## config.mk

```make
export PLATFORM = sky130hd
export DESIGN_NAME = mck_gen
export DESIGN_NICKNAME = d
export VERILOG_FILES = /design/src/rtl/mck_pkg.sv /design/src/rtl/mck_cfg_reg.sv /design/src/rtl/mck_ratio.sv /design/src/rtl/mck_div_chain.sv /design/src/rtl/mck_gen.sv
export SDC_FILE = /design/constraint.sdc
export NUM_CORES = 1
export LEC_CHECK = 0
export BUFFER_PORTS_ARGS = -buffer_cell sky130_fd_sc_hd__buf_2
export CORE_ASPECT_RATIO = 0.5
export CORE_MARGIN = 5
export CORE_UTILIZATION = 47
export DETAILED_ROUTE_END_ITERATION = 16
export PLACE_DENSITY_LB_ADDON = 0.08
export REMOVE_ABC_BUFFERS = 1
export SLEW_MARGIN = 20
export SYNTH_ARGS = -nofsm -noshare
export SYNTH_HDL_FRONTEND = slang
export SYNTH_SLANG_ARGS = --single-unit
```

## constraint.sdc

```tcl
create_clock -name clk -period 7.26 [get_ports clk]
set_input_delay 1.452 -clock clk [delete_from_list [all_inputs] [get_ports clk]]
set_output_delay 1.452 -clock clk [all_outputs]
set_load 0.005 [all_outputs]
```

## src/rtl/mck_pkg.sv

```systemverilog
`timescale 1ns/1ps
package mck_pkg;
  localparam int CFG_W = 10;
  localparam int NSRC  = 4;
  localparam int PRE_W = 8;

  typedef struct packed {
    logic [1:0] div;
    logic [2:0] pres;
    logic [1:0] sel;
  } mck_cfg_t;

  function automatic logic [CFG_W-1:0] impl_mask(input int layout);
    return (layout == 0) ? 10'h31F : 10'h373;
  endfunction

  function automatic int pres_lsb(input int layout);
    return (layout == 0) ? 2 : 4;
  endfunction
endpackage

```

## src/rtl/mck_cfg_reg.sv

```systemverilog
`timescale 1ns/1ps
module mck_cfg_reg import mck_pkg::*; #(
  parameter int LAYOUT = 0
) (
  input  logic             clk,
  input  logic             rst_n,
  input  logic             wr_en,
  input  logic [CFG_W-1:0] wr_data,
  output logic [CFG_W-1:0] rd_data,
  output mck_cfg_t         cfg,
  output logic             cfg_chg
);
  localparam logic [CFG_W-1:0] MASK = impl_mask(LAYOUT);
  localparam int PL = pres_lsb(LAYOUT);

  logic [CFG_W-1:0] reg_q, reg_d, wr_m;

  always_comb begin
    wr_m    = wr_data & MASK;
    reg_d   = reg_q;
    cfg_chg = 1'b0;
    if (wr_en) begin
      reg_d   = wr_m;
      cfg_chg = (wr_m != reg_q);
    end
  end

  always_ff @(posedge clk or negedge rst_n) begin
    if (!rst_n) reg_q <= '0;
    else        reg_q <= reg_d;
  end

  assign rd_data  = reg_q;
  assign cfg.sel  = reg_q[1:0];
  assign cfg.pres = reg_q[PL+2:PL];
  assign cfg.div  = reg_q[9:8];
endmodule

```

## src/rtl/mck_ratio.sv

```systemverilog
`timescale 1ns/1ps
module mck_ratio import mck_pkg::*; #(
  parameter int DIV3_EN = 1,
  parameter int DIV_W = 8,
  parameter logic [4*DIV_W-1:0] DIV_TABLE = {8'd4, 8'd3, 8'd2, 8'd1},
  parameter int MIN_RATIO = 1,
  parameter int MAX_RATIO = 1024
) (
  input  mck_cfg_t                 cfg,
  output logic [PRE_W-1:0]         pre_div,
  output logic [DIV_W-1:0]         post_div,
  output logic [PRE_W+DIV_W-1:0]   ratio,
  output logic                     under,
  output logic                     over
);
  localparam int RW = PRE_W + DIV_W;

  logic [DIV_W-1:0] tbl [4];

  for (genvar g = 0; g < 4; g++) begin : g_tbl
    localparam logic [DIV_W-1:0] RAW = DIV_TABLE[g*DIV_W +: DIV_W];
    assign tbl[g] = (RAW == '0) ? DIV_W'(1) : RAW;
  end

  always_comb begin
    if (DIV3_EN != 0 && cfg.pres == 3'd7) pre_div = PRE_W'(3);
    else                                  pre_div = PRE_W'(1) << cfg.pres;
    post_div = tbl[cfg.div];
    ratio    = RW'(pre_div) * RW'(post_div);
    over     = ratio < RW'(MIN_RATIO);
    under    = ratio > RW'(MAX_RATIO);
  end
endmodule

```

## src/rtl/mck_div_chain.sv

```systemverilog
`timescale 1ns/1ps
module mck_div_chain import mck_pkg::*; #(
  parameter int DIV_W = 8
) (
  input  logic             clk,
  input  logic             rst_n,
  input  logic             strobe,
  input  logic [PRE_W-1:0] pre_div,
  input  logic [DIV_W-1:0] post_div,
  output logic             fire
);
  logic [PRE_W-1:0] pre_q, pre_d;
  logic [DIV_W-1:0] post_q, post_d;
  logic pre_wrap, post_wrap;

  always_comb begin
    pre_wrap  = (pre_q == pre_div - PRE_W'(1));
    post_wrap = (post_q == post_div - DIV_W'(1));
    pre_d  = pre_q;
    post_d = post_q;
    if (strobe) begin
      if (pre_wrap) begin
        pre_d  = '0;
        post_d = post_wrap ? '0 : post_q + DIV_W'(1);
      end else begin
        pre_d = pre_q + PRE_W'(1);
      end
    end
    fire = strobe & pre_wrap & post_wrap;
  end

  always_ff @(posedge clk or negedge rst_n) begin
    if (!rst_n) begin
      pre_q  <= '0;
      post_q <= '0;
    end else begin
      pre_q  <= pre_d;
      post_q <= post_d;
    end
  end
endmodule

```

## src/rtl/mck_gen.sv

```systemverilog
`timescale 1ns/1ps
module mck_gen import mck_pkg::*; #(
  parameter int LAYOUT = 0,
  parameter int DIV3_EN = 1,
  parameter int DIV_W = 8,
  parameter logic [4*DIV_W-1:0] DIV_TABLE = {8'd4, 8'd3, 8'd2, 8'd1},
  parameter int MIN_RATIO = 1,
  parameter int MAX_RATIO = 1024
) (
  input  logic                   clk,
  input  logic                   rst_n,
  input  logic [3:0]             src_en,
  input  logic                   wr_en,
  input  logic [9:0]             wr_data,
  output logic [9:0]             rd_data,
  output logic                   mck_en,
  output logic                   mck_ready,
  output logic [8+DIV_W-1:0]     total_ratio,
  output logic                   underclk,
  output logic                   overclk
);
  localparam logic [1:0] RDY_DONE = 2'd3;
  localparam logic [1:0] RDY_BOOT = 2'd2;

  logic [1:0] rst_sync;
  logic       rst_int_n;
  always_ff @(posedge clk or negedge rst_n) begin
    if (!rst_n) rst_sync <= '0;
    else        rst_sync <= {rst_sync[0], 1'b1};
  end
  assign rst_int_n = rst_sync[1];

  mck_cfg_t cfg_w, act_q, act_d;
  logic     cfg_chg, fire, strobe, mck_en_q;
  logic [1:0] rdy_q, rdy_d;
  logic [PRE_W-1:0] pre_div;
  logic [DIV_W-1:0] post_div;

  mck_cfg_reg #(.LAYOUT(LAYOUT)) u_reg (
    .clk(clk), .rst_n(rst_int_n), .wr_en(wr_en), .wr_data(wr_data),
    .rd_data(rd_data), .cfg(cfg_w), .cfg_chg(cfg_chg)
  );

  mck_ratio #(
    .DIV3_EN(DIV3_EN), .DIV_W(DIV_W), .DIV_TABLE(DIV_TABLE),
    .MIN_RATIO(MIN_RATIO), .MAX_RATIO(MAX_RATIO)
  ) u_ratio (
    .cfg(act_q), .pre_div(pre_div), .post_div(post_div),
    .ratio(total_ratio), .under(underclk), .over(overclk)
  );

  assign strobe = src_en[act_q.sel];

  mck_div_chain #(.DIV_W(DIV_W)) u_chain (
    .clk(clk), .rst_n(rst_int_n), .strobe(strobe),
    .pre_div(pre_div), .post_div(post_div), .fire(fire)
  );

  always_comb begin
    act_d = fire ? cfg_w : act_q;
    rdy_d = rdy_q;
    if (cfg_chg)                     rdy_d = '0;
    else if (fire && rdy_q != RDY_DONE) rdy_d = rdy_q + 2'd1;
  end

  always_ff @(posedge clk or negedge rst_int_n) begin
    if (!rst_int_n) begin
      act_q    <= '0;
      rdy_q    <= RDY_BOOT;
      mck_en_q <= 1'b0;
    end else begin
      act_q    <= act_d;
      rdy_q    <= rdy_d;
      mck_en_q <= fire;
    end
  end

  assign mck_en    = mck_en_q;
  assign mck_ready = (rdy_q == RDY_DONE);
endmodule

```

# --- Yosys cells after proc, flatten, opt, wreduce, memory -nomap -nowiden ---
# Index checks and enable logic that the tools add are counted.
word_totals:
  ff_bits: 35
  input_bits: 17
  output_inout_bits: 30
  elab_cells: 43
op_classes:
  addsub: 5
  multipliers: 1
  magnitude_cmp: 4
  n_eq_ne: 6
  n_shift: 1
  n_mux: 11
  n_bitwise: 3
  n_reduce_logical: 3
ops:
  columns: ["cell", "n"]
  rows:
  - ["two-way mux 8 bit", 5]
  - ["adder 8 x 1 -> 8 bit (second input constant)", 2]
  - ["binary-select mux 8 bit (select 2 bit)", 1]
  - ["equality test 8 bit", 2]
  - ["> comparator 16 x 11 -> 1 bit (second input constant)", 1]
  - ["< comparator 16 x 1 -> 1 bit (second input constant)", 1]
  - ["multiplier 8 x 8 -> 16 bit", 1]
  - ["subtractor 8 x 1 -> 8 bit (second input constant)", 2]
  - ["left shift 1 x 3 -> 8 bit (first input constant)", 1]
  - ["!= test 7 bit", 1]
  - ["two-way mux 2 bit", 2]
  - ["equality test 3 bit (second input constant)", 1]
  - ["greater-or-equal comparator 3 bit (second input constant)", 1]
  - ["< comparator 2 x 3 -> 1 bit (second input constant)", 1]
  - ["NOT 2 -> 3 bit", 1]
  - ["adder 2 x 1 -> 2 bit (second input constant)", 1]
  - ["AND 1 bit", 2]
  - ["binary-select mux 1 bit (select 2 bit)", 1]
  - ["equality test 2 bit (second input constant)", 1]
  - ["two-way mux 1 bit", 2]
  - ["!= test 2 bit (second input constant)", 1]
  - ["AND reduction 2 bit", 1]
  - ["nonzero test 2 bit", 1]
  - ["logical AND 1 bit", 1]

# --- Depth between registers and ports, before layout ---
logic_depth:
  depth_word: 10
  ltp_mapped: 16
  depth_no_buf: 16

# --- By module ---
# From an unflattened synthesis, not the netlist that was laid out.
unflattened:
  cells_unflattened: 370
  area_unflattened_um2: 3347.0
by_module_without_submodules:
  columns: ["module", "n_inst", "cells_per_inst", "area_each_um2", "seq_area_each_um2"]
  rows:
  - ["mck_div_chain", 1, 171, 1411.4, 400.4]
  - ["mck_ratio", 1, 136, 1048.5, 0.0]
  - ["mck_gen", 1, 28, 470.5, 301.5]
  - ["mck_cfg_reg", 1, 35, 416.6, 175.2]

# --- Least setup slack after synthesis ---
# Ideal clock, no wire load.
synth_path:
  path_kind: "register to output"
  start: "register act_q[5] (netlist bit)"
  end: "output port overclk"
  arrival_ps: 3879
  t_required_ps: 5808
  path_slack_ps: 1929
  stages_incl_launch_ff: 16
  n_path_buf: 0
  path_cell_list: "dfrtp_1 > inv_1 > ha_1 > nor3b_1 > ha_1 > ha_1 > fa_1 > ha_1 > inv_1 > fa_1 > xnor2_1 > or3_1 > nor3_1 > o21ai_0 > or3_1 > nor4_1"
synth_via:
  elab_chain_cells: 6
synth_rtl:
  columns: ["item", "line", "source"]
  rows:
  - ["from (decl)", "mck_gen.sv:33", "mck_cfg_t cfg_w, act_q, act_d;"]
  - ["from (signal assigned)", "mck_gen.sv:72", "act_q <= act_d;"]
  - ["NOT 2 -> 3 bit (implied by the code)", "mck_ratio.sv:28", "post_div = tbl[cfg.div];"]
  - ["binary-select mux 8 bit (select 2 bit)", "mck_ratio.sv:28", null]
  - ["two-way mux 8 bit (implied by the code) (2 in series)", "mck_ratio.sv:28", null]
  - ["multiplier 8 x 8 -> 16 bit", "mck_ratio.sv:29", "ratio = RW'(pre_div) * RW'(post_div);"]
  - ["via total_ratio[5]", "mck_gen.sv:18", "output logic [8+DIV_W-1:0] total_ratio,"]
  - ["< comparator 16 x 1 -> 1 bit", "mck_ratio.sv:30", "over = ratio < RW'(MIN_RATIO);"]
  - ["to (decl)", "mck_gen.sv:20", "output logic overclk"]
# The timed path passes the listed nets, and every way through them passes these cells. The select of a mux whose other input is x is not followed.

# --- Final worst setup path ---
layout_path:
  start: "register act_q[3] (netlist bit)"
  end: "output port overclk"
layout_via:
  elab_chain_cells: 4
  elab_cells_between_ends: 5
layout_rtl:
  columns: ["item", "line", "source"]
  rows:
  - ["equality test 3 bit / left shift 1 x 3 -> 8 bit (equally long branches)", "mck_ratio.sv:26, mck_ratio.sv:27", null]
  - ["two-way mux 8 bit *", "mck_ratio.sv:26", "if (DIV3_EN != 0 && cfg.pres == 3'd7) pre_div = PRE_W'(3);"]
  - ["multiplier 8 x 8 -> 16 bit *", "mck_ratio.sv:29", null]
  - ["< comparator 16 x 1 -> 1 bit *", "mck_ratio.sv:30", null]
# Mark *: on every way between the ends. The rest lies on a longest branch, timed or not.

==> impl_table.tex <==
\begin{tabular}{lr}
\hline
Metric & Value \\
\hline
\multicolumn{2}{l}{\textbf{Status}} \\
\quad Status & complete, no violations \\
\multicolumn{2}{l}{\textbf{Worst setup path}} \\
\quad Critical Path Start Type & flop \\
\quad Start-to-end type of the worst setup path & flop to primary output \\
\quad Max FO, Critical Path & 17 \\
\quad Register-to-Register Path Depth & 10 \\
\quad FF-to-FF Start & act\_q[3]\$\_DFFE\_PN0P\_ \\
\quad Type of destination of the critical path & primary output \\
\quad Arrival time of data at the critical path endpoint & around 4700 ps \\
\quad R2R Setup Slk & $\sim$3700 ps \\
\quad CP required & $\sim$5800 ps \\
\quad Terminus of the critical flop-to-flop path & u\_chain.post\_q[1]\$\_DFFE\_PN0P\_ \\
\multicolumn{2}{l}{\textbf{Floorplan}} \\
\quad Initial core utilization & approximately half \\
\quad Floorplan Core Area & approximately 6100 um\^{}2 \\
\quad Overall die width & 123 um \\
\quad Area of the die & just over 8000 um\^{}2 \\
\quad Die outline height & 66.5 um \\
\quad I/O pin total & 47 \\
\quad FP Rows & 20 \\
\multicolumn{2}{l}{\textbf{Routing}} \\
\quad Count of TritonRoute iterations in the first routing pass & 4 \\
\quad DRC violation total after the first TritonRoute iteration & around 100 \\
\quad Routed vias & between 2k and 2.5k \\
\quad Avg WL per Cell & between 10 and 15 um \\
\quad Detailed-route DRC error count & 0 \\
\quad Routed wire length & roughly 5.9 mm \\
\quad DRT antenna net count & 0 \\
\quad Via/cell ratio & about 5.3 \\
\multicolumn{2}{l}{\textbf{Finish}} \\
\quad Most frequent cells in the layout & sky130\_fd\_sc\_hd\_\_buf\_2, sky130\_fd\_sc\_hd\_\_dfrtp\_1, sky130\_fd\_sc\_hd\_\_inv\_1 \\
\quad Count of fill cells added during filler insertion & roughly 560 \\
\quad Leading cell type in the layout, fill and taps excluded & sky130\_fd\_sc\_hd\_\_buf\_2 \\
\quad Antenna Cells & 0 \\
\quad Layout-stage area growth over the synthesis result & 9.52\% \\
\quad Count of nets after finishing & around 390 \\
\quad Final design utilization & about 54\% \\
\quad Fraction of final layout cells with drive strength greater than 1 & between 20\% and 30\% \\
\multicolumn{2}{l}{\textbf{STA}} \\
\quad Transition time of the tightest slew-check pin & a little over 600 ps \\
\quad Fmax & 162 MHz \\
\quad Count of final max-slew check failures & 0 \\
\quad Total Negative Setup Slacks & 0 ps \\
\quad Hold Violations, Final & 0 \\
\quad Final Setup Violations & 0 \\
\quad Setup clock skew after layout & 3.44 ps \\
\quad Final critical delay including setup and external delays & 6180 ps \\
\quad Normalized max-slew margin & a little under 60\% \\
\quad Post-route fraction of the period consumed by the critical path & between 80 and 90\% \\
\quad Unrepaired setup endpoints after global routing & no \\
\multicolumn{2}{l}{\textbf{Power and ir drop}} \\
\quad Pwr Total & between 0.5 and 0.6 mW \\
\quad Worst supply voltage drop on vdd & 0.000110 V \\
\quad Power per unit of standard cell area & about 170 nW/um\^{}2 \\
\quad Leakage power figure & between 1.5 and 2 nW \\
\multicolumn{2}{l}{\textbf{Run}} \\
\quad Max-Cap Viols & 0 \\
\multicolumn{2}{l}{\textbf{GRT}} \\
\quad Global-route wire length before repair & $\sim$11 mm \\
\quad Total grt overflow & 0 \\
\quad Number of global-route vias before repair & 2297 \\
\quad Maximum number of pins on one net before global-route repair & 34 \\
\quad Initial antenna violation count & 0 \\
\quad Overall Global Routing Usage & between 10\% and 20\% \\
\multicolumn{2}{l}{\textbf{Yosys}} \\
\quad Cells after Synth & 312 \\
\quad Top cell type by total area after synthesis & sky130\_fd\_sc\_hd\_\_dfrtp\_1 \\
\quad Proportion of netlist area held by the largest area contributor & between 20\% and 30\% \\
\quad Async set or reset register ratio after synthesis & 100\% \\
\quad Ys Warns & 0 \\
\quad Number of register bits inferred by synthesis & 35 \\
\quad EDFF count, synth & 0 \\
\quad Cell area after technology mapping & between 2000 and 3000 um\^{}2 \\
\quad Avg Synthesized Cell Area & slightly below 10 um\^{}2 \\
\quad Primary FF master, synth & sky130\_fd\_sc\_hd\_\_dfrtp\_1 \\
\quad Leading cell types by total area after synthesis & sky130\_fd\_sc\_hd\_\_dfrtp\_1, sky130\_fd\_sc\_hd\_\_ha\_1, sky130\_fd\_sc\_hd\_\_mux2\_2 \\
\quad Synth unique cells & between 60 and 70 \\
\quad Seq/Total Area, Yosys & 29.3\% \\
\multicolumn{2}{l}{\textbf{CTS}} \\
\quad Source-to-sink clock delay at the later pin of the worst-skew pair & 280 ps \\
\quad Post-CTS repair timing setup buffer count & 0 \\
\quad CTS tree & built \\
\quad Clock transition at the registers of the reported paths & $\sim$50 ps \\
\quad Bufs on Longest Clock Path & 2 \\
\quad Number of buffers added to fix hold violations after cts & 0 \\
\quad Buffer cell driving the clock tree root & sky130\_fd\_sc\_hd\_\_clkbuf\_16 \\
\quad Deepest level of the CTS H-tree & 2 \\
\quad Resize count post-CTS & 0 \\
\quad Clock net sink count & 35 \\
\quad Number of CTS-inserted buffers & 5 \\
\multicolumn{2}{l}{\textbf{Placement}} \\
\quad Final weighted congestion of routability-driven global placement & between 0.8 and 0.9 \\
\quad Quantity of I/O buffers inserted on ports & 35 \\
\quad Final HPWL from detailed placement & approximately 4.6 mm \\
\multicolumn{2}{l}{\textbf{Min path}} \\
\quad Worst hold-check path type & flop to asynchronous set/reset pin \\
\hline
\end{tabular}
-- through the flow --
step,cells,hold WS (ps),cell area [um^2],worst slack [ps]
finish,428,272,3280,1080
global route,428,340,3280,644
CTS,428,298,3280,1040
detailed placement,420,290,3130,1350
global placement,420,278,3130,1430
floorplan,296,331,2840,1920
-- worst max-delay path by stage --
stage | start | to | slack [ps] | cells after the start
3_5_place_dp | act_q[3]$_DFFE_PN0P_ | overclk | 1350 | 15
5_1_grt | act_q[3]$_DFFE_PN0P_ | overclk | 640 | 15
4_1_cts | act_q[3]$_DFFE_PN0P_ | overclk | 1040 | 15
2_1_floorplan | act_q[5]$_DFFE_PN0P_ | overclk | 1920 | 15
3_3_place_gp | act_q[3]$_DFFE_PN0P_ | overclk | 1430 | 15
6_report | act_q[3]$_DFFE_PN0P_ | overclk | 1080 | 15
-- power breakdown --
group | switching [mW] | total, mW | internal, mW | leakage [nW]
logic | 0.0519 | 0.103 | 0.0512 | 1.11
registers | 0.0322 | 0.250 | 0.217 | 0.435
clock network | 0.0763 | 0.212 | 0.136 | 0.0739
-- synth_stat cells (all sizes together), types with 8 or more instances --
| master | instances |
|---|---|
| inv | 33 |
| buf | 19 |
| xnor2 | 14 |
| dfrtp | 34 |
| xor2 | 9 |
| and3 | 8 |
| o21ai | 11 |
| nand4 | 8 |
| mux2 | 15 |
| ha | 27 |
| nand2 | 11 |
| nor2 | 26 |
-- worst max-delay path, cell delays in order (launching register included) --
cell                      delay (ps)
sky130_fd_sc_hd__dfrtp_1         730
sky130_fd_sc_hd__nand2_1         310
sky130_fd_sc_hd__nor3_1          220
sky130_fd_sc_hd__ha_1            260
sky130_fd_sc_hd__ha_1            320
sky130_fd_sc_hd__fa_1            550
sky130_fd_sc_hd__ha_1            200
sky130_fd_sc_hd__inv_1            70
sky130_fd_sc_hd__fa_1            400
sky130_fd_sc_hd__xnor2_1         150
sky130_fd_sc_hd__or3_1           300
sky130_fd_sc_hd__nor3_1          130
sky130_fd_sc_hd__o21ai_0         140
sky130_fd_sc_hd__or3_1           320
sky130_fd_sc_hd__nor4_1          180
sky130_fd_sc_hd__buf_2           160
-- cells by family after synthesis --
group / Yosys count / share of synthesized area, %
other: 2 / 0.251
multiplexers: 19 / 7.52
adder cells (fa/ha/maj): 33 / 15.3
buffers and inverters: 56 / 10.2
XOR/XNOR: 23 / 6.98
AO/OA/AOI/OAI: 47 / 11.6
flip-flops: 35 / 29.3
AND/OR/NAND/NOR: 97 / 18.9
-- state kept, by name, indices dropped and copies added (netlist names) --
| signal | count |
|---|---|
| u_chain.post_q | 8 |
| u_reg.rd_data | 7 |
| act_q | 7 |
| rdy_q | 2 |
| mck_en | 1 |
| rst_sync | 2 |
| u_chain.pre_q | 8 |
-- metal layers --
layer	track usage (%)	vias to the layer above	part of all wire [%]	wire [um]
li1	-	1131	-	-
met1	21.7	1083	50	2950
met2	27.0	46	45	2680
met3	3.05	7	4.4	261
met4	4.46	0	1.0	60
met5	0	-	0	0
-- area by class of cell --
cell class	count	area (um^2)	area share [%]
inverters	33	124	3.78
repair buffers	36	183	5.57
flip-flops and latches	35	877	26.7
well taps	88	110	3.36
clock inverters	1	5.00	0.153
clock buffers	7	143	4.35
multi-input cells	228	1840	56.1
(Power assumes the default switching activity.)
